**config.mk**
```make
export PLATFORM = sky130hd
export DESIGN_NAME = smb_wr_slave
export DESIGN_NICKNAME = d
export VERILOG_FILES = /design/src/rtl/smb_pkg.sv /design/src/rtl/smb_line_sync.sv /design/src/rtl/smb_shifter.sv /design/src/rtl/smb_wr_slave.sv
export SDC_FILE = /design/constraint.sdc
export NUM_CORES = 1
export LEC_CHECK = 0
export ABC_AREA = 1
export BUFFER_PORTS_ARGS = -buffer_cell sky130_fd_sc_hd__buf_2
export CELL_PAD_IN_SITES_DETAIL_PLACEMENT = 1
export CELL_PAD_IN_SITES_GLOBAL_PLACEMENT = 2
export CORE_MARGIN = 2
export CORE_UTILIZATION = 35
export DETAILED_ROUTE_END_ITERATION = 8
export PLACE_DENSITY = 0.79
export SLEW_MARGIN = 10
export SYNTH_ARGS = -nofsm -noshare
export SYNTH_HDL_FRONTEND = slang
export SYNTH_SLANG_ARGS = --single-unit
```
**constraint.sdc**
```tcl
create_clock -name clk -period 2 [get_ports clk]
set_input_delay 0.1 -clock clk [delete_from_list [all_inputs] [get_ports clk]]
set_output_delay 0.1 -clock clk [all_outputs]
set_load 0.005 [all_outputs]
```
**src/rtl/smb_pkg.sv**
```systemverilog
package smb_pkg;
  typedef enum logic [1:0] {
    ST_IDLE   = 2'd0,
    ST_RX     = 2'd1,
    ST_ACK    = 2'd2,
    ST_IGNORE = 2'd3
  } smb_state_t;

  typedef enum logic [1:0] {
    MD_ADDR  = 2'd0,
    MD_WRITE = 2'd1,
    MD_SYNC  = 2'd2
  } smb_mode_t;

  localparam int unsigned BYTE_W    = 8;
  localparam int unsigned ADDR_W    = 7;
  localparam logic [ADDR_W-1:0] SYNC_ADDR = 7'b1111110;
  localparam int unsigned MAX_DATA  = 3;
endpackage

```
**src/rtl/smb_line_sync.sv**
```systemverilog
module smb_line_sync #(
  parameter int unsigned LINES  = 2,
  parameter int unsigned STAGES = 2
) (
  input  logic             clk,
  input  logic             rst_n,
  input  logic [LINES-1:0] din,
  output logic [LINES-1:0] lvl,
  output logic [LINES-1:0] rise,
  output logic [LINES-1:0] fall
);
  localparam int unsigned DEPTH = STAGES + 1;

  genvar g;
  generate
    for (g = 0; g < LINES; g++) begin : g_line
      logic [DEPTH-1:0] pipe_q;
      always_ff @(posedge clk or negedge rst_n) begin
        if (!rst_n) pipe_q <= '1;
        else        pipe_q <= {pipe_q[DEPTH-2:0], din[g]};
      end
      assign lvl[g]  = pipe_q[DEPTH-2];
      assign rise[g] = pipe_q[DEPTH-2] & ~pipe_q[DEPTH-1];
      assign fall[g] = ~pipe_q[DEPTH-2] & pipe_q[DEPTH-1];
    end
  endgenerate
endmodule

```
**src/rtl/smb_shifter.sv**
```systemverilog
module smb_shifter #(
  parameter int unsigned WIDTH = 8
) (
  input  logic                     clk,
  input  logic                     rst_n,
  input  logic                     clr,
  input  logic                     shift_en,
  input  logic                     bit_in,
  output logic [WIDTH-1:0]         data,
  output logic [$clog2(WIDTH+1)-1:0] cnt,
  output logic                     full
);
  localparam int unsigned CW = $clog2(WIDTH + 1);

  logic [WIDTH-1:0] data_d;
  logic [CW-1:0]    cnt_d;

  assign full = (cnt == CW'(WIDTH));

  always_comb begin
    data_d = data;
    cnt_d  = cnt;
    if (clr) begin
      cnt_d = '0;
    end else if (shift_en && !full) begin
      data_d = {data[WIDTH-2:0], bit_in};
      cnt_d  = cnt + CW'(1);
    end
  end

  always_ff @(posedge clk or negedge rst_n) begin
    if (!rst_n) begin
      data <= '0;
      cnt  <= '0;
    end else begin
      data <= data_d;
      cnt  <= cnt_d;
    end
  end
endmodule

```
**src/rtl/smb_wr_slave.sv**
```systemverilog
module smb_wr_slave
  import smb_pkg::*;
#(
  parameter logic [3:0] PREFIX = 4'b0100
) (
  input  logic       clk,
  input  logic       rst_n,
  input  logic       scl_i,
  input  logic       sda_i,
  input  logic [2:0] addr_pins,
  output logic       sda_oe,
  output logic       byte_valid,
  output logic [7:0] byte_data,
  output logic [1:0] byte_index,
  output logic       start_pulse,
  output logic       stop_pulse,
  output logic [1:0] end_count,
  output logic       sync_pulse,
  output logic       sync_bit
);
  localparam int unsigned CW = $clog2(BYTE_W + 1);

  logic [1:0] lvl, rise, fall;
  logic scl_lvl, scl_rise, scl_fall, sda_lvl, sda_rise, sda_fall;

  smb_line_sync #(.LINES(2), .STAGES(2)) u_sync (
    .clk (clk), .rst_n(rst_n), .din({scl_i, sda_i}),
    .lvl (lvl), .rise(rise), .fall(fall)
  );
  assign {scl_lvl, sda_lvl}   = lvl;
  assign {scl_rise, sda_rise} = rise;
  assign {scl_fall, sda_fall} = fall;

  logic bus_start, bus_stop;
  assign bus_start = scl_lvl & sda_fall;
  assign bus_stop  = scl_lvl & sda_rise;

  logic              sh_clr, sh_en, sh_full;
  logic [BYTE_W-1:0] sh_data;
  logic [CW-1:0]     sh_cnt;

  smb_shifter #(.WIDTH(BYTE_W)) u_shift (
    .clk(clk), .rst_n(rst_n), .clr(sh_clr), .shift_en(sh_en),
    .bit_in(sda_lvl), .data(sh_data), .cnt(sh_cnt), .full(sh_full)
  );

  logic [ADDR_W-1:0] own_addr;
  assign own_addr = {PREFIX, addr_pins};

  smb_state_t state_q, state_d;
  smb_mode_t  mode_q, mode_d;
  logic [1:0] idx_q, idx_d;
  logic       ack_addr_q, ack_addr_d;
  logic       oe_d, bv_d, sp_d, st_d, so_d, sbit_d;
  logic [1:0] endc_d;
  logic [7:0] bdata_d;
  logic [1:0] bidx_d;

  always_comb begin
    state_d    = state_q;
    mode_d     = mode_q;
    idx_d      = idx_q;
    ack_addr_d = ack_addr_q;
    oe_d       = sda_oe;
    sbit_d     = sync_bit;
    endc_d     = end_count;
    bdata_d    = byte_data;
    bidx_d     = byte_index;
    bv_d       = 1'b0;
    sp_d       = 1'b0;
    st_d       = 1'b0;
    so_d       = 1'b0;
    sh_clr     = 1'b0;
    sh_en      = 1'b0;
    if (bus_start || bus_stop) begin
      state_d = bus_start ? ST_RX : ST_IDLE;
      mode_d  = MD_ADDR;
      endc_d  = idx_q;
      idx_d   = 2'd0;
      oe_d    = 1'b0;
      sh_clr  = 1'b1;
      st_d    = bus_start;
      so_d    = bus_stop;
    end else begin
      unique case (state_q)
        ST_RX: begin
          sh_en = scl_rise;
          if (scl_fall && sh_full) begin
            state_d = ST_IGNORE;
            if (mode_q == MD_ADDR) begin
              ack_addr_d = 1'b1;
              if (sh_data[7:1] == own_addr && !sh_data[0]) begin
                mode_d  = MD_WRITE;
                state_d = ST_ACK;
                oe_d    = 1'b1;
              end else if (sh_data[7:1] == SYNC_ADDR) begin
                mode_d  = MD_SYNC;
                sbit_d  = sh_data[0];
                state_d = ST_ACK;
                oe_d    = 1'b1;
              end
            end else if (mode_q == MD_WRITE && idx_q != 2'(MAX_DATA)) begin
              ack_addr_d = 1'b0;
              state_d    = ST_ACK;
              oe_d       = 1'b1;
            end
          end
        end
        ST_ACK: begin
          if (scl_rise) begin
            if (mode_q == MD_SYNC) begin
              sp_d = 1'b1;
            end else if (!ack_addr_q) begin
              bv_d    = 1'b1;
              bdata_d = sh_data;
              bidx_d  = idx_q;
              idx_d   = idx_q + 2'd1;
            end
          end
          if (scl_fall) begin
            oe_d    = 1'b0;
            sh_clr  = 1'b1;
            state_d = (mode_q == MD_SYNC) ? ST_IGNORE : ST_RX;
          end
        end
        default: ;
      endcase
    end
  end

  always_ff @(posedge clk or negedge rst_n) begin
    if (!rst_n) begin
      state_q     <= ST_IDLE;
      mode_q      <= MD_ADDR;
      idx_q       <= 2'd0;
      ack_addr_q  <= 1'b0;
      sda_oe      <= 1'b0;
      byte_valid  <= 1'b0;
      byte_data   <= 8'd0;
      byte_index  <= 2'd0;
      start_pulse <= 1'b0;
      stop_pulse  <= 1'b0;
      end_count   <= 2'd0;
      sync_pulse  <= 1'b0;
      sync_bit    <= 1'b0;
    end else begin
      state_q     <= state_d;
      mode_q      <= mode_d;
      idx_q       <= idx_d;
      ack_addr_q  <= ack_addr_d;
      sda_oe      <= oe_d;
      byte_valid  <= bv_d;
      byte_data   <= bdata_d;
      byte_index  <= bidx_d;
      start_pulse <= st_d;
      stop_pulse  <= so_d;
      end_count   <= endc_d;
      sync_pulse  <= sp_d;
      sync_bit    <= sbit_d;
    end
  end
endmodule

```
======== Word level (Yosys, flattened, before mapping) ========
Cells that the tools add are included.
word-level totals
  register bits ........................... 43
  input port bits ......................... 7
  output and inout port bits .............. 18
  logic and storage cells ................. 122
operators by class
  $add $sub $neg .......................... 2
  equal/unequal tests ..................... 14
  multiplexer cells ....................... 49
  bitwise gates (word level) .............. 15
  reductions and logical operators ........ 25
operator list
  cell                                                 count
  two-way mux 2 bit                                    16
  two-way mux 1 bit                                    29
  nonzero test 2 bit                                   7
  AND reduction 4 bit                                  3
  AND reduction 5 bit                                  2
  inverter 1 bit                                       9
  two-way mux 4 bit                                    2
  equality test 7 x 6 -> 1 bit                         1
  equality test 7 bit, second input constant           1
  AND 1 bit                                            6
  != test 3 bit, second input constant                 2
  AND reduction 6 bit                                  1
  nonzero test 3 bit                                   2
  != test 5 bit, second input constant                 1
  adder 4 x 1 -> 4 bit, second input constant          1
  equality test 2 x 1 -> 1 bit, second input constant  2
  equality test 2 bit, second input constant           2
  equality test 4 bit, second input constant           1
  logical AND 1 bit                                    4
  != test 2 bit, second input constant                 2
  != test 4 bit, second input constant                 1
  case mux 2 bit (2 select lines)                      1
  AND reduction 3 bit                                  1
  adder 2 x 1 -> 2 bit, second input constant          1
  6 further kinds                                      7

======== Depth between registers and ports, before layout ========
Gate-level depths: netlist of the first run.
  depth after elaboration ................. 8
  depth in mapped cells ................... 11
  gate-level depth less buffers ........... 11

======== Hierarchy ========
From an unflattened synthesis of the first run, not the netlist that was laid out.
second synthesis, totals
  cells, all modules ...................... 236
  area, all modules ....................... 2050.7 µm²
by module, submodules not included
  module         instances  cells an instance  area an instance (µm²)  seq. area each (µm²)
  smb_wr_slave   1          155                1262.5                  625.6
  smb_shifter    1          65                 585.6                   300.3
  smb_line_sync  1          16                 202.7                   157.7

======== Worst setup path after synthesis of the first run ========
Ideal clock, no wire load.
  kind .................................... register to register
  start ................................... reg u_sync.g_line[0].pipe_q[2]
  end ..................................... reg state_q[0]
  setup time .............................. 122 ps
  arrival time ............................ 1326 ps
  required time ........................... 1878 ps
  path slack .............................. 552 ps
  cell stages (with the launch flop) ...... 11
  clock period less this slack ............ 1448 ps
  path through ............................ dfstp_2 -> nor2_1 -> nand2_2 -> nand2_4 -> inv_4 -> o21ai_2 -> inv_2 -> nand2_2 -> or2_1 -> inv_1 -> a21oi_2
on the way
  word-level cells in the longest chain between the ends .. 6
  elaborated cells on any way between the ends .. 12
  classes of those cells .................. 2 x eq/ne; 2 x mux; 5 x bitwise; 3 x reduce/logical
ends and longest elaborated chain
  what                                                                  RTL line             RTL
  from (decl)                                                           smb_line_sync.sv:17  logic [DEPTH-1:0] pipe_q;
  from (signal assigned)                                                smb_line_sync.sv:20  else pipe_q <= {pipe_q[DEPTH-2:0], din[g]};
  inverter 1 bit                                                        smb_line_sync.sv:23  assign rise[g] = pipe_q[DEPTH-2] & ~pipe_q[DEPTH-1];
  AND 1 bit                                                             smb_line_sync.sv:23
  AND 1 bit                                                             smb_wr_slave.sv:36   assign bus_stop = scl_lvl & sda_rise;
  logical OR 1 bit                                                      smb_wr_slave.sv:75   if (bus_start || bus_stop) begin
  != test 3 bit (no line) / nonzero test 3 bit (equally long branches)  n/a
  AND reduction 3 bit (no line)                                         n/a
  to (signal assigned)                                                  smb_wr_slave.sv:147  state_q <= state_d;
  to (decl)                                                             smb_wr_slave.sv:50   smb_state_t state_q, state_d;
Several ways; a longest one is shown, not always the timed one.
A chain may end at the register's enable or synchronous reset.

======== Worst setup path after layout of the first run ========
  start ................................... reg u_sync.g_line[0].pipe_q[1]
  end ..................................... reg u_shift.data[3]
on the way
  word-level cells in the longest chain between the ends .. 7
  elaborated cells on any way between the ends .. 11
  classes of those cells .................. 2 x mux; 6 x bitwise; 3 x reduce/logical
ends and longest elaborated chain
  what                                                        RTL line             RTL
  inverter 1 bit                                              smb_line_sync.sv:24  assign fall[g] = ~pipe_q[DEPTH-2] & pipe_q[DEPTH-1];
  AND 1 bit                                                   smb_line_sync.sv:24
  AND 1 bit                                                   smb_wr_slave.sv:35   assign bus_start = scl_lvl & sda_fall;
  logical OR 1 bit (*)                                        smb_wr_slave.sv:75
  two-way mux 1 bit                                           smb_wr_slave.sv:75
  logical AND 1 bit / inverter 1 bit (equally long branches)  n/a
  AND reduction 2 bit (no line) (*)                           n/a
  to (signal assigned)                                        smb_shifter.sv:36    data <= data_d;
  to (decl)                                                   smb_shifter.sv:9     output logic [WIDTH-1:0] data,
Every way passes the cells marked *; elsewhere a longest branch is shown, timed or not.

==> results.json, run 1 <==
{
  "p_per_area_mw_per_mm2": 939.2,
  "syn_inst": 205,
  "drcViolationCount": 0,
  "hold-path-endpoint": "mode_q[0]",
  "syn_area_mm2": 0.001917,
  "post_cts_resized": 0,
  "drive_gt1_frac": 0.2875,
  "p_leak_nw": 1.131,
  "cts.path.max_buffers": 2,
  "cts.sinks": 43,
  "cts_tree": "yes",
  "slew-limit-headroom": 0.5753,
  "layout_min_cycle_time_ns": 1.677,
  "grt_pass1_vias": 1488,
  "grt_first_pass_wirelength_um": 7155,
  "critPathBufInv": 2,
  "max_cap_violations": 0,
  "setup_tns_ns": 0,
  "final-max-slew-violation-count": 0,
  "die_w_um": 78.01,
  "place_inst": 299,
  "final.setup_skew_ns": 0.006167,
  "vias": 1404,
  "start_util": 0.3683,
  "synth_nets": 215,
  "reg2reg_from": "u_sync.g_line[0].pipe_q[1]",
  "wl_um": 4056,
  "design.core.area_mm2": 0.005205,
  "required_ns": 2.18,
  "critPathLaunchType": "flop",
  "wl_met1_um": 2000,
  "hold_viol": 0,
  "yosysTopAreaCell": "dfrtp_1",
  "synth_area_leaders": "dfrtp_1, nand2_1, dfstp_2, inv_1, o21ai_0",
  "grt_max_degree": 29,
  "peakVddDrop_mv": 0.4859,
  "globalplace.congestion": 0.7232,
  "clock_latency_ns": 0.29,
  "rows": 26,
  "highest_layer": "met4",
  "wl_per_cell_um": 13.08,
  "crit_slowest_cell": "dfstp_2",
  "max_stage_delay_ns": 0.55,
  "fin_total_pwr_w": 0.002118,
  "worst_pin_slew_ns": 0.6371,
  "rsz0062_at_grt": "false",
  "multiInputGateArea_um2": 698.2,
  "nets": 249,
  "regArea_mm2": 0.001084,
  "yosysWarningCount": 0,
  "die-area_mm2": 0.006085,
  "critPathCaptureType": "flop",
  "hpwlAfterDp_um": 3029,
  "seq_area_frac_synth": 0.5653,
  "n_antenna_cell": 0,
  "regToRegSetupSlack_ns": 0.32,
  "place_area_mm2": 0.002126,
  "syn2layout_area_growth_pct": 17.62,
  "grt_use_total": 0.1498,
  "grt.overflow.total": 0,
  "crit_fanout": 19,
  "drtAntennaViolNets": 0,
  "timing.rr.end": "u_shift.data[3]",
  "critPathTopFamily": "simple AND/OR/NAND/NOR gates",
  "drt_first_iter_violations": 40,
  "hold_path_startpoint": "addr_pins[1]",
  "setup_viol": 0,
  "postCtsSetupBuffers": 0,
  "critPathKind": "flop to flop",
  "fin_crit_sh": 0.8385,
  "root_buffer": "clkbuf_8",
  "ios": 25,
  "fillCellCount": 626,
  "final_common_cell": "nand2_1",
  "synth_top_area_frac": 0.4830,
  "syn_avg_cell_area_um2": 9.350,
  "cts_made_buffers": 5,
  "wl_met2_um": 1889,
  "min_path_cells": 4,
  "max_freq_ghz": 0.5963,
  "synth-seq-cells": 43,
  "design_area_mm2": 0.002255,
  "crit_chain": "inv_2, nor2_1, nand2_2, nand2_4, nor2_2, nand4_1, buf_4, o21ai_0",
  "die_h_um": 78.01,
  "r2r_cells": 8,
  "dr.pass1.iters": 4,
  "via_per_inst": 4.529,
  "io_buffers": 24,
  "hp-class": "primary input to flop",
  "status": "finished, final reports clean",
  "fin_cells": 310,
  "clkTransAtPathRegs_ns": 0.09,
  "layout_common_cells": "nand2_1, dfrtp_1, buf_2, inv_1, nor2_1",
  "worstPathArrival_ns": 1.86,
  "synth_cell_types": 31,
  "wl_met3_um": 123,
  "antenna_found_initial": 0,
  "htree_levels": 2
}
state kept, by name, summed over array words and instances, names as in the netlist, 2 cells and up:
signal	flops
u_sync.g_line.pipe_q	6
byte_data	8
idx_q	2
state_q	2
u_shift.data	8
byte_index	2
end_count	2
u_shift.cnt	4
mode_q	2
per-layer routing:
| metal | track usage | vias to the layer above |
|---|---|---|
| li1 | - | 715 |
| met1 | 0.2000 | 662 |
| met2 | 0.2466 | 22 |
| met3 | 0.03140 | 5 |
| met4 | 0.04211 | 0 |
| met5 | 0 | - |
where the power goes:
part / total (W) / internal (W) / switching (W)
Combinational: 0.000416 / 0.000161 / 0.000255
Clock: 0.000595 / 0.000282 / 0.000313
Sequential: 0.00111 / 0.00100 / 0.000102
cell families after synthesis:
kind of cell / Yosys count / share of synthesized area
flip-flops: 43 / 0.5653
AO/OA/AOI/OAI: 36 / 0.1090
XOR/XNOR: 2 / 0.009140
AND/OR/NAND/NOR: 89 / 0.2265
adder cells (fa/ha/maj): 3 / 0.01958
buffers and inverters: 32 / 0.07050
worst max-delay path by stage:
stage / from / end / cells past startpoint
floorplan: u_sync.g_line[0].pipe_q[2] / state_q[0] / 10
global placement: u_sync.g_line[0].pipe_q[1] / u_shift.data[3] / 8
detailed placement: u_sync.g_line[0].pipe_q[1] / u_shift.data[3] / 8
CTS: u_sync.g_line[0].pipe_q[1] / u_shift.data[6] / 9
global route: u_sync.g_line[0].pipe_q[1] / u_shift.data[6] / 9
finish: u_sync.g_line[0].pipe_q[1] / u_shift.data[3] / 8
worst min-delay path: stages:
cell,delay [ns]
buf_2,0.09
a21oi_1,0.06
nand3_1,0.12
o21ai_0,0.10
synth_stat cells (all sizes together):
cell	number
nor3	4
a21bo	1
xnor2	1
ha	3
xor2	1
or2	3
inv	29
o22ai	1
nand4	1
dfrtp	37
o21ai	26
dfstp	6
a21oi	7
buf	3
a22o	1
nand2	54
nand3	9
nor2	18
timing repair:
action                                 CTS  global route
hold buffers                             3             0
endpoints found under the hold margin   23             0
setup endpoints to repair                0             0
final cells by class:
class,count,area share
clock buffers,6,0.03663
clock inverters,2,0.007214
inverters,29,0.05050
multi-input cells,130,0.3097
flip-flops and latches,43,0.4806
well taps,70,0.03885
repair buffers,30,0.07658
per-stage QoR:
stage          hold WS (ns)  utilization  setup slack [ns]
3_3_place_gp         0.1625       0.4084            0.3388
5_1_grt              0.3026       0.4332            0.1417
4_1_cts              0.2320       0.4332            0.3018
3_5_place_dp         0.1610       0.4084            0.3107
2_1_floorplan       -0.1956            -            0.5520
6_report             0.2151       0.4332            0.3230
Power figures use the tool's default switching activity.
==> run 2: changes to the inputs <==
- ABC_AREA: 1 -> 0
- CORE_UTILIZATION: 35 -> 36
- PLACE_DENSITY: 0.79 -> 0.76
- clock period: 2 -> 1.5 ns (I/O delays scaled with it)
==> results.json, run 2 <==
{
  "grt_first_pass_wirelength_um": 7672,
  "syn2layout_area_growth_pct": 40.08,
  "start_util": 0.3674,
  "p_leak_nw": 1.378,
  "critPathCaptureType": "flop",
  "critPathKind": "flop to flop",
  "ys_top_cells_by_count": "dfrtp_1, mux2_4, inv_1",
  "hp-class": "primary input to flop",
  "design.core.area_mm2": 0.005405,
  "synth_top_area_frac": 0.4663,
  "die_w_um": 78.27,
  "synth_ff_type": "dfrtp_1",
  "drive_gt1_frac": 0.5972,
  "final.setup_skew_ns": 0.005629,
  "wl_per_cell_um": 16.81,
  "layout_min_cycle_time_ns": 1.759,
  "cts_tree": "yes",
  "crit_slowest_cell": "dfstp_2",
  "synth-edff-count": 0,
  "die-area_mm2": 0.006125,
  "grtUsageMet3": 0.03218,
  "clkTransAtPathRegs_ns": 0.08,
  "antenna_found_initial": 0,
  "crit_fanout": 5,
  "cts.sinks": 43,
  "reg2reg_from": "u_sync.g_line[1].pipe_q[1]",
  "worst_pin_slew_ns": 0.5766,
  "max_stage_delay_ns": 0.54,
  "globalplace.congestion": 0.8483,
  "die_h_um": 78.27,
  "yosysWarningCount": 0,
  "drtAntennaViolNets": 0,
  "critPathLaunchType": "flop",
  "async_reset_ff_frac": 1.000,
  "hpwlAfterDp_um": 3362,
  "dr.pass1.iters": 4,
  "worstPathArrival_ns": 1.94,
  "final-max-slew-violation-count": 0,
  "syn_avg_cell_area_um2": 13.69,
  "drcViolationCount": 0,
  "slew-limit-headroom": 0.6156,
  "crit_chain": "buf_6, nand2b_4, a2111oi_4, buf_4, clkbuf_16, mux2_4",
  "fin_ws_ns": -0.2586,
  "reg_top3": "byte_data (8), u_shift.data (8), u_sync.g_line.pipe_q (6)",
  "p_per_area_mw_per_mm2": 1016,
  "synth_nets": 155,
  "critPathBufInv": 3,
  "grt_use_total": 0.1674,
  "drt_first_iter_violations": 39,
  "cts_made_buffers": 5,
  "root_buffer": "clkbuf_8",
  "seq_area_frac_synth": 0.5457,
  "rows": 27,
  "grt.overflow.total": 0,
  "grt_util_met1": 0.2082,
  "required_ns": 1.69,
  "hold_viol": 0,
  "r2r_cells": 6,
  "htree_levels": 2,
  "cp-endpoint": "u_shift.data[3]",
  "clock_latency_ns": 0.29,
  "grt_max_degree": 27,
  "violations": "setup timing",
  "status": "finished with violations",
  "synth_area_leaders": "dfrtp_1, mux2_4, dfstp_2, mux2_1, ha_1",
  "timing.hold.ws_ns": 0.2712,
  "yosysTopAreaCell": "dfrtp_1",
  "syn_inst": 145,
  "io_buffers": 24,
  "layout_common_cells": "dfrtp_1, buf_4, buf_2, mux2_4, buf_6",
  "peakVddDrop_mv": 0.5106,
  "crit_start": "u_sync.g_line[1].pipe_q[1]",
  "regToRegSetupSlack_ns": -0.26,
  "rsz0062_at_grt": "true",
  "n_antenna_cell": 0,
  "via_per_inst": 4.885,
  "cts.path.max_buffers": 2,
  "fin_crit_sh": 1.172,
  "wl_um": 4841,
  "timing.rr.end": "u_shift.data[3]",
  "synthMostInstantiatedCell": "dfrtp_1",
  "critPathTopFamily": "flip-flops",
  "setup_viol": 24,
  "nets": 225,
  "final_common_cell": "dfrtp_1",
  "synth_cell_types": 48,
  "synth-seq-cells": 43,
  "gr-max-usage-layer": "met2",
  "max_cap_violations": 0,
  "gr-usage-met2": 0.2862,
  "grt_pass1_vias": 1457,
  "min_path_cells": 5,
  "ios": 25,
  "worst-path-stages": 6,
  "max_freq_ghz": 0.5686,
  "syn_area_mm2": 0.001986,
  "utilization": 0.5146,
  "vias": 1407
}
run 2: cell types whose count changed after synthesis, sizes merged, moves of 6 or more:
| cell | previous run | this run |
|---|---|---|
| nand3 | 9 | 3 |
| nand2 | 54 | 3 |
| mux2 | 0 | 22 |
| inv | 29 | 7 |
| o21ai | 26 | 2 |
| nor2 | 18 | 6 |
run 2: metal layers:
| layer | wire length (µm) | vias to the layer above |
|---|---|---|
| li1 | - | 658 |
| met1 | 2122 | 722 |
| met2 | 2525 | 18 |
| met3 | 99 | 9 |
| met4 | 94 | 0 |
| met5 | 0 | - |
run 2: power by group:
part / switching, W / internal, W / total [W]
clock: 0.000390 / 0.000325 / 0.000715
combinational: 0.000242 / 0.000384 / 0.000627
sequential: 0.000191 / 0.00129 / 0.00148
run 2: logic make-up after synthesis:
kind of cell,synth area share
flops,0.5457
simple gates,0.1248
compound gates,0.09579
mux,0.1544
buf+inv,0.03465
xor+xnor,0.02584
fa+ha+maj,0.01891
run 2: worst min path at each step:
stage	start	to	slack, ns
after global routing	addr_pins[2]	mode_q[0]	0.32
final	addr_pins[2]	mode_q[0]	0.27
after CTS	addr_pins[0]	mode_q[0]	0.27
after floorplan	rst_n	ack_addr_q	-0.22
after global placement	rst_n	start_pulse	0.11
after detailed placement	rst_n	start_pulse	0.1
run 2: worst min-delay path: stages:
cell and delay (ns):
buf_2 0.08, xor2_1 0.17, nor3_2 0.08, nand3_2 0.07
a21oi_2 0.05
run 2: layout make-up:
class                           instances  area, µm²
Clock inverter                          2      12.51
Timing Repair Buffer                   68      541.8
Fill cell                             562       2624
Clock buffer                            6      72.57
Inverter                                7      26.28
Sequential cell                        43       1085
Multi-Input combinational cell         90      953.4
Tap cell                               72      90.09
run 2: repair_timing:
action                                  CTS  global route
pin swaps                                 8            11
endpoints found under the setup margin   27            27
setup buffers                             7             8
hold buffers                              3             0
gates cloned                              1             1
endpoints found under the hold margin    20             0
resized for setup                        16            19
run 2: stage by stage:
| stage | worst slack, ns | TNS, ns | area [µm²] | total power [W] | std cells |
|---|---|---|---|---|---|
| 2_1_floorplan | -0.3253 | -4.316 | 2002 | 0.001722 | 145 |
| 3_3_place_gp | -0.1791 | -3.274 | 2397 | 0.001896 | 263 |
| 3_5_place_dp | -0.2594 | -4.868 | 2397 | 0.001951 | 263 |
| 4_1_cts | -0.2684 | -5.074 | 2649 | 0.002762 | 281 |
| 5_1_grt | -0.2974 | -5.654 | 2781 | 0.002986 | 288 |
| 6_report | -0.2586 | -4.344 | 2781 | 0.002825 | 288 |
